## config.mk

```make
export PLATFORM = sky130hd
export DESIGN_NAME = nibble_rtc
export DESIGN_NICKNAME = d
export VERILOG_FILES = /design/src/rtl/nibble_rtc_pkg.sv /design/src/rtl/rtc_prescaler.sv /design/src/rtl/rtc_calendar.sv /design/src/rtl/rtc_nibble_ram.sv /design/src/rtl/nibble_rtc.sv
export SDC_FILE = /design/constraint.sdc
export NUM_CORES = 1
export LEC_CHECK = 0
export ABC_AREA = 1
export BUFFER_PORTS_ARGS = -buffer_cell sky130_fd_sc_hd__buf_4
export CAP_MARGIN = 20
export CORE_ASPECT_RATIO = 1.5
export CORE_MARGIN = 4
export CORE_UTILIZATION = 63
export CTS_CLUSTER_SIZE = 12
export DETAILED_ROUTE_END_ITERATION = 6
export GPL_ROUTABILITY_DRIVEN = 0
export MAX_ROUTING_LAYER = met4
export PLACE_DENSITY = 0.78
export SLEW_MARGIN = 30
export SYNTH_ARGS = -nofsm -noshare
export SYNTH_HDL_FRONTEND = slang
export SYNTH_SLANG_ARGS = --single-unit
```

## constraint.sdc

```tcl
create_clock -name clk -period 2.7 [get_ports clk]
set_input_delay 0.27 -clock clk [delete_from_list [all_inputs] [get_ports clk]]
set_output_delay 0.27 -clock clk [all_outputs]
set_load 0.05 [all_outputs]
```

## src/rtl/nibble_rtc_pkg.sv

```systemverilog
package nibble_rtc_pkg;
  localparam int NIB_W    = 4;
  localparam int ADDR_W   = 4;
  localparam int N_BANKED = 13;
  localparam int RAM_IDX_W = ADDR_W + 1;

  typedef enum logic [1:0] {
    BANK_TIME  = 2'b00,
    BANK_ALARM = 2'b01,
    BANK_RAM_A = 2'b10,
    BANK_RAM_B = 2'b11
  } bank_e;

  // time bank digit positions (alarm bank reuses 2..8)
  localparam logic [ADDR_W-1:0] A_SEC_U = 4'h0;
  localparam logic [ADDR_W-1:0] A_SEC_T = 4'h1;
  localparam logic [ADDR_W-1:0] A_MIN_U = 4'h2;
  localparam logic [ADDR_W-1:0] A_MIN_T = 4'h3;
  localparam logic [ADDR_W-1:0] A_HR_U  = 4'h4;
  localparam logic [ADDR_W-1:0] A_HR_T  = 4'h5;
  localparam logic [ADDR_W-1:0] A_WDAY  = 4'h6;
  localparam logic [ADDR_W-1:0] A_DAY_U = 4'h7;
  localparam logic [ADDR_W-1:0] A_DAY_T = 4'h8;
  localparam logic [ADDR_W-1:0] A_MON_U = 4'h9;
  localparam logic [ADDR_W-1:0] A_MON_T = 4'hA;
  localparam logic [ADDR_W-1:0] A_YR_U  = 4'hB;
  localparam logic [ADDR_W-1:0] A_YR_T  = 4'hC;
  // configuration bank
  localparam logic [ADDR_W-1:0] A_H24   = 4'hA;
  localparam logic [ADDR_W-1:0] A_LEAP  = 4'hB;
  // common locations
  localparam logic [ADDR_W-1:0] A_MODE  = 4'hD;
  localparam logic [ADDR_W-1:0] A_TEST  = 4'hE;
  localparam logic [ADDR_W-1:0] A_CTRL  = 4'hF;

  localparam int MODE_TIMER_BIT = 3;
  localparam int MODE_ALARM_BIT = 2;
  localparam int CTRL_1HZ_BIT   = 3;
  localparam int CTRL_16HZ_BIT  = 2;
  localparam int CTRL_DIV_BIT   = 1;
  localparam int CTRL_ALM_BIT   = 0;

  localparam logic [NIB_W-1:0] MODE_RST = 4'h8;

  typedef logic [N_BANKED-1:0][NIB_W-1:0] digits_t;
endpackage

```

## src/rtl/rtc_prescaler.sv

```systemverilog
module rtc_prescaler #(
  parameter int TICKS_PER_16HZ = 2048,
  parameter int SUB_PER_SEC    = 16
) (
  input  logic clk,
  input  logic rst,
  input  logic clr,
  input  logic tick,
  output logic ev16,
  output logic ev1
);
  localparam int CW = (TICKS_PER_16HZ > 1) ? $clog2(TICKS_PER_16HZ) : 1;
  localparam int SW = (SUB_PER_SEC > 1) ? $clog2(SUB_PER_SEC) : 1;

  logic [CW-1:0] c16;
  logic [SW-1:0] c1;

  assign ev16 = tick && (c16 == CW'(TICKS_PER_16HZ - 1));
  assign ev1  = ev16 && (c1 == SW'(SUB_PER_SEC - 1));

  always_ff @(posedge clk) begin
    if (rst || clr) begin
      c16 <= '0;
      c1  <= '0;
    end else if (tick) begin
      c16 <= ev16 ? '0 : c16 + 1'b1;
      if (ev16) c1 <= ev1 ? '0 : c1 + 1'b1;
    end
  end
endmodule

```

## src/rtl/rtc_calendar.sv

```systemverilog
module rtc_calendar
  import nibble_rtc_pkg::*;
(
  input  logic              clk,
  input  logic              rst,
  input  logic              adv,
  input  logic              wr_digit,
  input  logic              wr_h24,
  input  logic              wr_leap,
  input  logic [ADDR_W-1:0] waddr,
  input  logic [NIB_W-1:0]  wdata,
  output digits_t           dig,
  output logic              h24,
  output logic [1:0]        leap
);
  digits_t    nx;
  logic [1:0] nleap;
  logic       c_min, c_hr, c_day, c_mon, c_yr;
  logic [7:0] last_day;

  // last day of the current month as two BCD digits
  always_comb begin
    case ({dig[A_MON_T], dig[A_MON_U]})
      8'h02:                      last_day = (leap == 2'd0) ? 8'h29 : 8'h28;
      8'h04, 8'h06, 8'h09, 8'h11: last_day = 8'h30;
      default:                    last_day = 8'h31;
    endcase
  end

  always_comb begin
    nx    = dig;
    nleap = leap;
    c_min = 1'b0;
    c_hr  = 1'b0;
    c_day = 1'b0;
    c_mon = 1'b0;
    c_yr  = 1'b0;
    if (adv) begin
      // seconds
      if (dig[A_SEC_U] >= 4'd9) begin
        nx[A_SEC_U] = 4'd0;
        if (dig[A_SEC_T] >= 4'd5) begin
          nx[A_SEC_T] = 4'd0;
          c_min = 1'b1;
        end else nx[A_SEC_T] = dig[A_SEC_T] + 4'd1;
      end else nx[A_SEC_U] = dig[A_SEC_U] + 4'd1;
      // minutes
      if (c_min) begin
        if (dig[A_MIN_U] >= 4'd9) begin
          nx[A_MIN_U] = 4'd0;
          if (dig[A_MIN_T] >= 4'd5) begin
            nx[A_MIN_T] = 4'd0;
            c_hr = 1'b1;
          end else nx[A_MIN_T] = dig[A_MIN_T] + 4'd1;
        end else nx[A_MIN_U] = dig[A_MIN_U] + 4'd1;
      end
      // hours
      if (c_hr) begin
        if (h24) begin
          if (dig[A_HR_T] >= 4'd2 && dig[A_HR_U] >= 4'd3) begin
            nx[A_HR_U] = 4'd0;
            nx[A_HR_T] = 4'd0;
            c_day = 1'b1;
          end else if (dig[A_HR_U] >= 4'd9) begin
            nx[A_HR_U] = 4'd0;
            nx[A_HR_T] = dig[A_HR_T] + 4'd1;
          end else nx[A_HR_U] = dig[A_HR_U] + 4'd1;
        end else begin
          // tens bit 0 = ten hours, bit 1 = PM
          if (dig[A_HR_T][0] && dig[A_HR_U] == 4'd1) begin
            nx[A_HR_U] = 4'd2;
            nx[A_HR_T] = {2'b00, ~dig[A_HR_T][1], 1'b1};
            c_day = dig[A_HR_T][1];
          end else if (dig[A_HR_T][0] && dig[A_HR_U] >= 4'd2) begin
            nx[A_HR_U] = 4'd1;
            nx[A_HR_T] = {2'b00, dig[A_HR_T][1], 1'b0};
          end else if (dig[A_HR_U] >= 4'd9) begin
            nx[A_HR_U] = 4'd0;
            nx[A_HR_T] = {2'b00, dig[A_HR_T][1], 1'b1};
          end else nx[A_HR_U] = dig[A_HR_U] + 4'd1;
        end
      end
      // day of week and day of month
      if (c_day) begin
        nx[A_WDAY] = (dig[A_WDAY] >= 4'd6) ? 4'd0 : dig[A_WDAY] + 4'd1;
        if ({dig[A_DAY_T], dig[A_DAY_U]} >= last_day) begin
          nx[A_DAY_U] = 4'd1;
          nx[A_DAY_T] = 4'd0;
          c_mon = 1'b1;
        end else if (dig[A_DAY_U] >= 4'd9) begin
          nx[A_DAY_U] = 4'd0;
          nx[A_DAY_T] = dig[A_DAY_T] + 4'd1;
        end else nx[A_DAY_U] = dig[A_DAY_U] + 4'd1;
      end
      // month
      if (c_mon) begin
        if ({dig[A_MON_T], dig[A_MON_U]} >= 8'h12) begin
          nx[A_MON_U] = 4'd1;
          nx[A_MON_T] = 4'd0;
          c_yr = 1'b1;
        end else if (dig[A_MON_U] >= 4'd9) begin
          nx[A_MON_U] = 4'd0;
          nx[A_MON_T] = dig[A_MON_T] + 4'd1;
        end else nx[A_MON_U] = dig[A_MON_U] + 4'd1;
      end
      // year and leap counter
      if (c_yr) begin
        nleap = leap + 2'd1;
        if (dig[A_YR_U] >= 4'd9) begin
          nx[A_YR_U] = 4'd0;
          nx[A_YR_T] = (dig[A_YR_T] >= 4'd9) ? 4'd0 : dig[A_YR_T] + 4'd1;
        end else nx[A_YR_U] = dig[A_YR_U] + 4'd1;
      end
    end
  end

  // host writes take precedence over the advance in the same cycle
  always_ff @(posedge clk) begin
    if (rst) begin
      dig          <= '0;
      dig[A_DAY_U] <= 4'd1;
      dig[A_MON_U] <= 4'd1;
      h24          <= 1'b1;
      leap         <= 2'd0;
    end else begin
      dig  <= nx;
      leap <= nleap;
      if (wr_digit && waddr < ADDR_W'(N_BANKED)) dig[waddr] <= wdata;
      if (wr_h24)  h24  <= wdata[0];
      if (wr_leap) leap <= wdata[1:0];
    end
  end
endmodule

```

## src/rtl/rtc_nibble_ram.sv

```systemverilog
module rtc_nibble_ram #(
  parameter int DATA_W = 4,
  parameter int IDX_W  = 5
) (
  input  logic              clk,
  input  logic              we,
  input  logic [IDX_W-1:0]  waddr,
  input  logic [DATA_W-1:0] wdata,
  input  logic              re,
  input  logic [IDX_W-1:0]  raddr,
  output logic [DATA_W-1:0] q
);
  localparam int DEPTH = 2 ** IDX_W;

  logic [DATA_W-1:0] mem [DEPTH];

  always_ff @(posedge clk) begin
    if (we) mem[waddr] <= wdata;
    if (re) q <= mem[raddr];
  end
endmodule

```

## src/rtl/nibble_rtc.sv

```systemverilog
module nibble_rtc
  import nibble_rtc_pkg::*;
#(
  parameter int TICKS_PER_16HZ = 2048,
  parameter int SUB_PER_SEC    = 16
) (
  input  logic        clk,
  input  logic        rst,
  input  logic        tick_en,
  input  logic [3:0]  addr,
  input  logic [3:0]  wdata,
  input  logic        wr_en,
  input  logic        rd_en,
  output logic [3:0]  rdata,
  output logic        alarm_flag,
  output logic        pulse_1hz,
  output logic        pulse_16hz
);
  logic [NIB_W-1:0] mode_q;
  logic             en_1hz, en_16hz;
  digits_t          cal_dig;
  digits_t          alm_dig;
  logic             h24;
  logic [1:0]       leap;
  logic             ev16, ev1, adv, sec_ev_q;
  logic             alarm_match;
  logic [NIB_W-1:0] rd_next, rd_reg, ram_q;
  logic             rd_sel_ram;
  bank_e            bank;

  assign bank = bank_e'(mode_q[1:0]);

  logic is_banked, is_alarm_digit;
  assign is_banked      = addr < ADDR_W'(N_BANKED);
  assign is_alarm_digit = addr >= A_MIN_U && addr <= A_DAY_T;

  logic wr_time, wr_alm, wr_h24, wr_leap, wr_mode, wr_ctrl, ram_we, ram_rd;
  assign wr_time = wr_en && is_banked && bank == BANK_TIME;
  assign wr_alm  = wr_en && is_alarm_digit && bank == BANK_ALARM;
  assign wr_h24  = wr_en && addr == A_H24 && bank == BANK_ALARM;
  assign wr_leap = wr_en && addr == A_LEAP && bank == BANK_ALARM;
  assign wr_mode = wr_en && addr == A_MODE;
  assign wr_ctrl = wr_en && addr == A_CTRL;
  assign ram_we  = wr_en && is_banked && mode_q[1];
  assign ram_rd  = rd_en && is_banked && mode_q[1];

  logic div_clr, alm_clr;
  assign div_clr = wr_ctrl && wdata[CTRL_DIV_BIT];
  assign alm_clr = wr_ctrl && wdata[CTRL_ALM_BIT];

  assign adv = ev1 && mode_q[MODE_TIMER_BIT];

  rtc_prescaler #(
    .TICKS_PER_16HZ(TICKS_PER_16HZ),
    .SUB_PER_SEC   (SUB_PER_SEC)
  ) u_presc (
    .clk (clk),
    .rst (rst),
    .clr (div_clr),
    .tick(tick_en),
    .ev16(ev16),
    .ev1 (ev1)
  );

  rtc_calendar u_cal (
    .clk     (clk),
    .rst     (rst),
    .adv     (adv),
    .wr_digit(wr_time),
    .wr_h24  (wr_h24),
    .wr_leap (wr_leap),
    .waddr   (addr),
    .wdata   (wdata),
    .dig     (cal_dig),
    .h24     (h24),
    .leap    (leap)
  );

  rtc_nibble_ram #(
    .DATA_W(NIB_W),
    .IDX_W (RAM_IDX_W)
  ) u_ram (
    .clk  (clk),
    .we   (ram_we),
    .waddr({mode_q[0], addr}),
    .wdata(wdata),
    .re   (ram_rd),
    .raddr({mode_q[0], addr}),
    .q    (ram_q)
  );

  // mode and control registers
  always_ff @(posedge clk) begin
    if (rst) begin
      mode_q  <= MODE_RST;
      en_1hz  <= 1'b0;
      en_16hz <= 1'b0;
    end else begin
      if (wr_mode) mode_q <= wdata;
      if (wr_ctrl) begin
        en_1hz  <= wdata[CTRL_1HZ_BIT];
        en_16hz <= wdata[CTRL_16HZ_BIT];
      end
    end
  end

  // alarm digits
  always_ff @(posedge clk) begin
    if (rst || alm_clr) alm_dig <= '0;
    else if (wr_alm) alm_dig[addr] <= wdata;
  end

  always_comb begin
    alarm_match = 1'b1;
    for (int i = int'(A_MIN_U); i <= int'(A_DAY_T); i++)
      if (alm_dig[i] != cal_dig[i]) alarm_match = 1'b0;
  end

  // compare one cycle after the advance, against the new time
  always_ff @(posedge clk) begin
    if (rst) begin
      sec_ev_q   <= 1'b0;
      alarm_flag <= 1'b0;
    end else begin
      sec_ev_q <= adv;
      if (alm_clr) alarm_flag <= 1'b0;
      else if (sec_ev_q && mode_q[MODE_ALARM_BIT] && alarm_match) alarm_flag <= 1'b1;
    end
  end

  always_ff @(posedge clk) begin
    if (rst) begin
      pulse_1hz  <= 1'b0;
      pulse_16hz <= 1'b0;
    end else begin
      pulse_1hz  <= ev1 && en_1hz;
      pulse_16hz <= ev16 && en_16hz;
    end
  end

  // read path
  always_comb begin
    rd_next = '0;
    if (addr == A_MODE) rd_next = mode_q;
    else if (addr == A_CTRL) rd_next = {en_1hz, en_16hz, 2'b00};
    else if (addr == A_TEST) rd_next = '0;
    else if (bank == BANK_TIME) rd_next = cal_dig[addr];
    else if (bank == BANK_ALARM) begin
      if (is_alarm_digit)      rd_next = alm_dig[addr];
      else if (addr == A_H24)  rd_next = {3'b000, h24};
      else if (addr == A_LEAP) rd_next = {2'b00, leap};
    end
  end

  always_ff @(posedge clk) begin
    if (rst) begin
      rd_reg     <= '0;
      rd_sel_ram <= 1'b0;
    end else if (rd_en) begin
      rd_reg     <= rd_next;
      rd_sel_ram <= is_banked && mode_q[1];
    end
  end

  assign rdata = rd_sel_ram ? ram_q : rd_reg;
endmodule

```

==> flow_summary.ini <==
[status]
status = complete, but fails checks
failed_checks = setup timing

[worst_setup_path]
critPathKind = reg2reg
cpPeakStageDelay_ns = 0.32
cp-end-kind = register
path_delay_family = simple AND/OR/NAND/NOR gates
reg2reg_from = u_cal.dig[41]
ff2ff_path_depth = 21
cp_max_fo = 5
path_buf_inv = 4
worst_ep_required_time_ns = 3.13
critPathLaunchType = register
path_cells = inv_2 > ha_4 > nor3b_2 > buf_4 > nand4_1 > nand3_2 > nor2_2 > ha_1 > nand2_2 > nor2_4 > nand3_2 > nand2_2 > nor2_4 > nor2_4 > nand3_2 > inv_2 > nand2_2 > nand2_1 > nand3_2 > nand2_2 > inv_1
slowest_stage = dfxtp_2
crit_cells = 21
crit_start = u_cal.dig[41]
cp.arrival_ns = 3.18

[timing]
maxSlewViolCount = 0
period_share_pct = 101.8
worst_slew_margin_rel_pct = 55.08
tightestPinTransition_ns = 0.6697
period_minus_slack_ns = 2.748
setup_viol = 6
finClkSkew_ns = 0.01818
fmax_mhz = 363.9
worst_slack_ns = -0.04808
hold_viol = 0
grt_setup_unrepaired = true

[cells_and_area]
final.fill_count = 1677
syn2layout_area_growth_pct = 12.71
antenna_cells = 0
largestRegisters = u_ram.mem (128), u_cal.dig (52), alm_dig (50)
fin_area_um2 = 15510
layout-drive-gt1-share_pct = 10.84
multi_input_area_um2 = 6138
register_area_um2 = 6671
largest_register = u_ram.mem
fin_nets = 1782
largest_reg_flops = 128

[detailed_routing]
antenna_left = 0
met2_length_mm = 19.96
drt-met1-wl_mm = 14.34
top_layer = met4
wl_met3_mm = 3.642
drc = 0
drt_wl_total_mm = 41.13
first_pass_iters = 6
wl_per_cell_um = 20.41
first_iter_violations = 1233
via_count = 12420
via_per_inst = 6.164

[global_route]
grt_max_degree = 46
antenna_found_initial = 0
grt-ovfl-total = 0
grt_pass1_wl_mm = 63.94
grt_usage_pct = 34.44
grt_pass1_vias = 12260

[clock_tree]
clkTransAtPathRegs_ns = 0.06
cts_tree = done
ctsHtreeMaxLevel = 1
cts_sinks = 267
numCtsBuffers = 27
clk_path_buf_depth = 3
insertion_delay_ns = 0.55
root_buffer = clkbuf_16

[floorplan]
die_w_um = 128.7
ios = 20
chipHeight_um = 189.0
fp.dieArea_um2 = 24320
core-area_um2 = 21640
fp-row-count = 66
start_util_pct = 63.60

[power_and_ir_drop]
intPower_mw = 6.662
p_sw_mw = 2.045
p_sw_share_pct = 23.49
power_density_nw_per_um2 = 561.4
total_leakage_power_nw = 6.369
ir_drop_v = 0.0004816
power_frac_comb_pct = 8.1
seqPwrFrac_pct = 49.9
total_power_mw = 8.707
p_clk_share_pct = 42.0

[logic_synthesis]
yosysSeqAreaShare_pct = 48.45
synth_cell_types = 50
ys_warn_count = 0
ys_seq_elements = 267
avgSynthCellArea_um2 = 8.310
netlist_area_um2 = 13760
syn-instance-count = 1656

[placed_design]
dpl.hpwl_mm = 28.34
portBuffers = 19
preCtsSetupSlack_ns = -0.1053
dpl_cell_area_um2 = 14500

[job]
maxCapViolCount = 0

[min_path]
worstHoldStart = rd_en
min-delay-path-class = in2reg
hold_depth = 4
## power by group through the flow
stage | registers [mW] | clock network (mW) | logic (mW)
after global placement | 4.42 | 0 | 0.662
after CTS | 4.34 | 3.69 | 0.677
after floorplan | 4.42 | 0 | 0.394
after detailed placement | 4.43 | 0 | 0.670
after global routing | 4.34 | 3.85 | 0.755
final | 4.34 | 3.66 | 0.706
## worst paths after layout
| check | end | slack [ns] |
|---|---|---|
| worst max-delay path | u_cal.dig[48] | -0.05 |
| worst min-delay path | rd_reg[1] | 0.08 |
| worst max register to register | u_cal.dig[48] | -0.05 |
| worst min register to register | alm_dig[42] | 0.43 |
## layout by cell type, fill, tap and decap left out, types with 12 or more instances in the layout
cell         n
inv_2       14
o22ai_1     44
nor2_1     154
clkbuf_16   27
o21ai_1     16
o21ai_0    102
nand2_2     14
o211ai_1    12
clkbuf_1    13
ha_1        43
buf_4       72
nand2_1    267
a21oi_1    125
dfxtp_1    131
edfxtp_1   132
nor3_1      24
inv_1      214
nand4_1     25
nand3_1     91
a22oi_1     72
xor2_1      17
conb_1      24
## worst reg2reg max path: stages, from the launching register on
cell	delay (ns)
dfxtp_2	0.32
inv_2	0.08
ha_4	0.13
nor3b_2	0.15
buf_4	0.15
nand4_1	0.12
nand3_2	0.13
nor2_2	0.06
ha_1	0.28
nand2_2	0.07
nor2_4	0.13
nand3_2	0.09
nand2_2	0.10
nor2_4	0.06
nor2_4	0.22
nand3_2	0.12
inv_2	0.12
nand2_2	0.06
nand2_1	0.08
nand3_2	0.07
nand2_2	0.08
inv_1	0.03
## per-stage QoR
stage | setup TNS (ns) | utilization, % | hold WS (ns) | instances
finish | -0.09780 | 71.69 | 0.07624 | 2015
floorplan | 0 | - | 0.3656 | 1679
CTS | 0 | 71.13 | 0.06281 | 2012
global route | -1.683 | 71.69 | 0.08863 | 2015
detailed placement | -0.5319 | 67.02 | 0.4172 | 1960
global placement | -0.009481 | 67.02 | 0.4148 | 1960
## kinds of logic (layout without fill, tap and decap cells)
group	Yosys count	count (layout)	share of synthesized area [%]
xor gates and xnor gates	27	27	1.718
AOI/OAI and AO/OA	403	403	17.32
muxes	2	2	0.1637
other	1	24	0.02725
and+or+nand+nor	616	617	19.89
DFF	267	267	48.45
adders and majority gates	45	45	4.092
buffers and inverters	295	358	8.347
## cell usage after synthesis (all sizes together)
| master | count | area share [%] |
|---|---|---|
| o211ai | 12 | 0.65 |
| a22oi | 72 | 3.9 |
| nor2 | 174 | 5.5 |
| a211oi | 6 | 0.33 |
| nand4 | 27 | 1.4 |
| nand2 | 282 | 7.9 |
| o2111ai | 5 | 0.32 |
| a21oi | 128 | 4.8 |
| a22o | 1 | 0.064 |
| clkbuf | 36 | 0.98 |
| o21ai | 119 | 4.4 |
| xor2 | 17 | 1.1 |
| a31oi | 5 | 0.23 |
| o22ai | 44 | 2.0 |
| xnor2 | 10 | 0.64 |
| conb | 1 | 0.027 |
| a221oi | 2 | 0.13 |
| or2 | 4 | 0.18 |
| ha | 45 | 4.1 |
| buf | 26 | 1.0 |
| nor3b | 1 | 0.055 |
| and3 | 1 | 0.045 |
| nor3 | 24 | 0.87 |
| inv | 228 | 6.2 |
| nand3 | 98 | 3.7 |
| nand3b | 3 | 0.16 |
| edfxtp | 132 | 29 |
| o31ai | 2 | 0.11 |
| nor4 | 2 | 0.091 |
| mux2 | 2 | 0.16 |
| dfxtp | 135 | 20 |
| o221ai | 1 | 0.064 |
| clkinv | 5 | 0.15 |
| o21bai | 6 | 0.33 |
## per-layer routing
metal	vias up	global-route usage (%)
met1	5775	37.95
li1	5747	-
met5	-	-
met3	225	6.463
met4	0	22.92
met2	674	56.15
## cell type report
cell class                      instances  area share, %
Clock inverter                          4         0.4760
Inverter                              233          5.647
Sequential cell                       267          43.01
Timing Repair Buffer                   77          4.066
Clock buffer                           44          5.026
Multi-Input combinational cell       1118          39.58
Tap cell                              272          2.194
## repair_timing
item	CTS	global route
gates cloned	1	0
setup endpoints to repair	11	25
hold endpoints to repair	1	0
buffers inserted	2	3
pin swaps	1	10
hold buffers	1	0
resized for setup	2	30
Power figures use the tool's default switching activity.
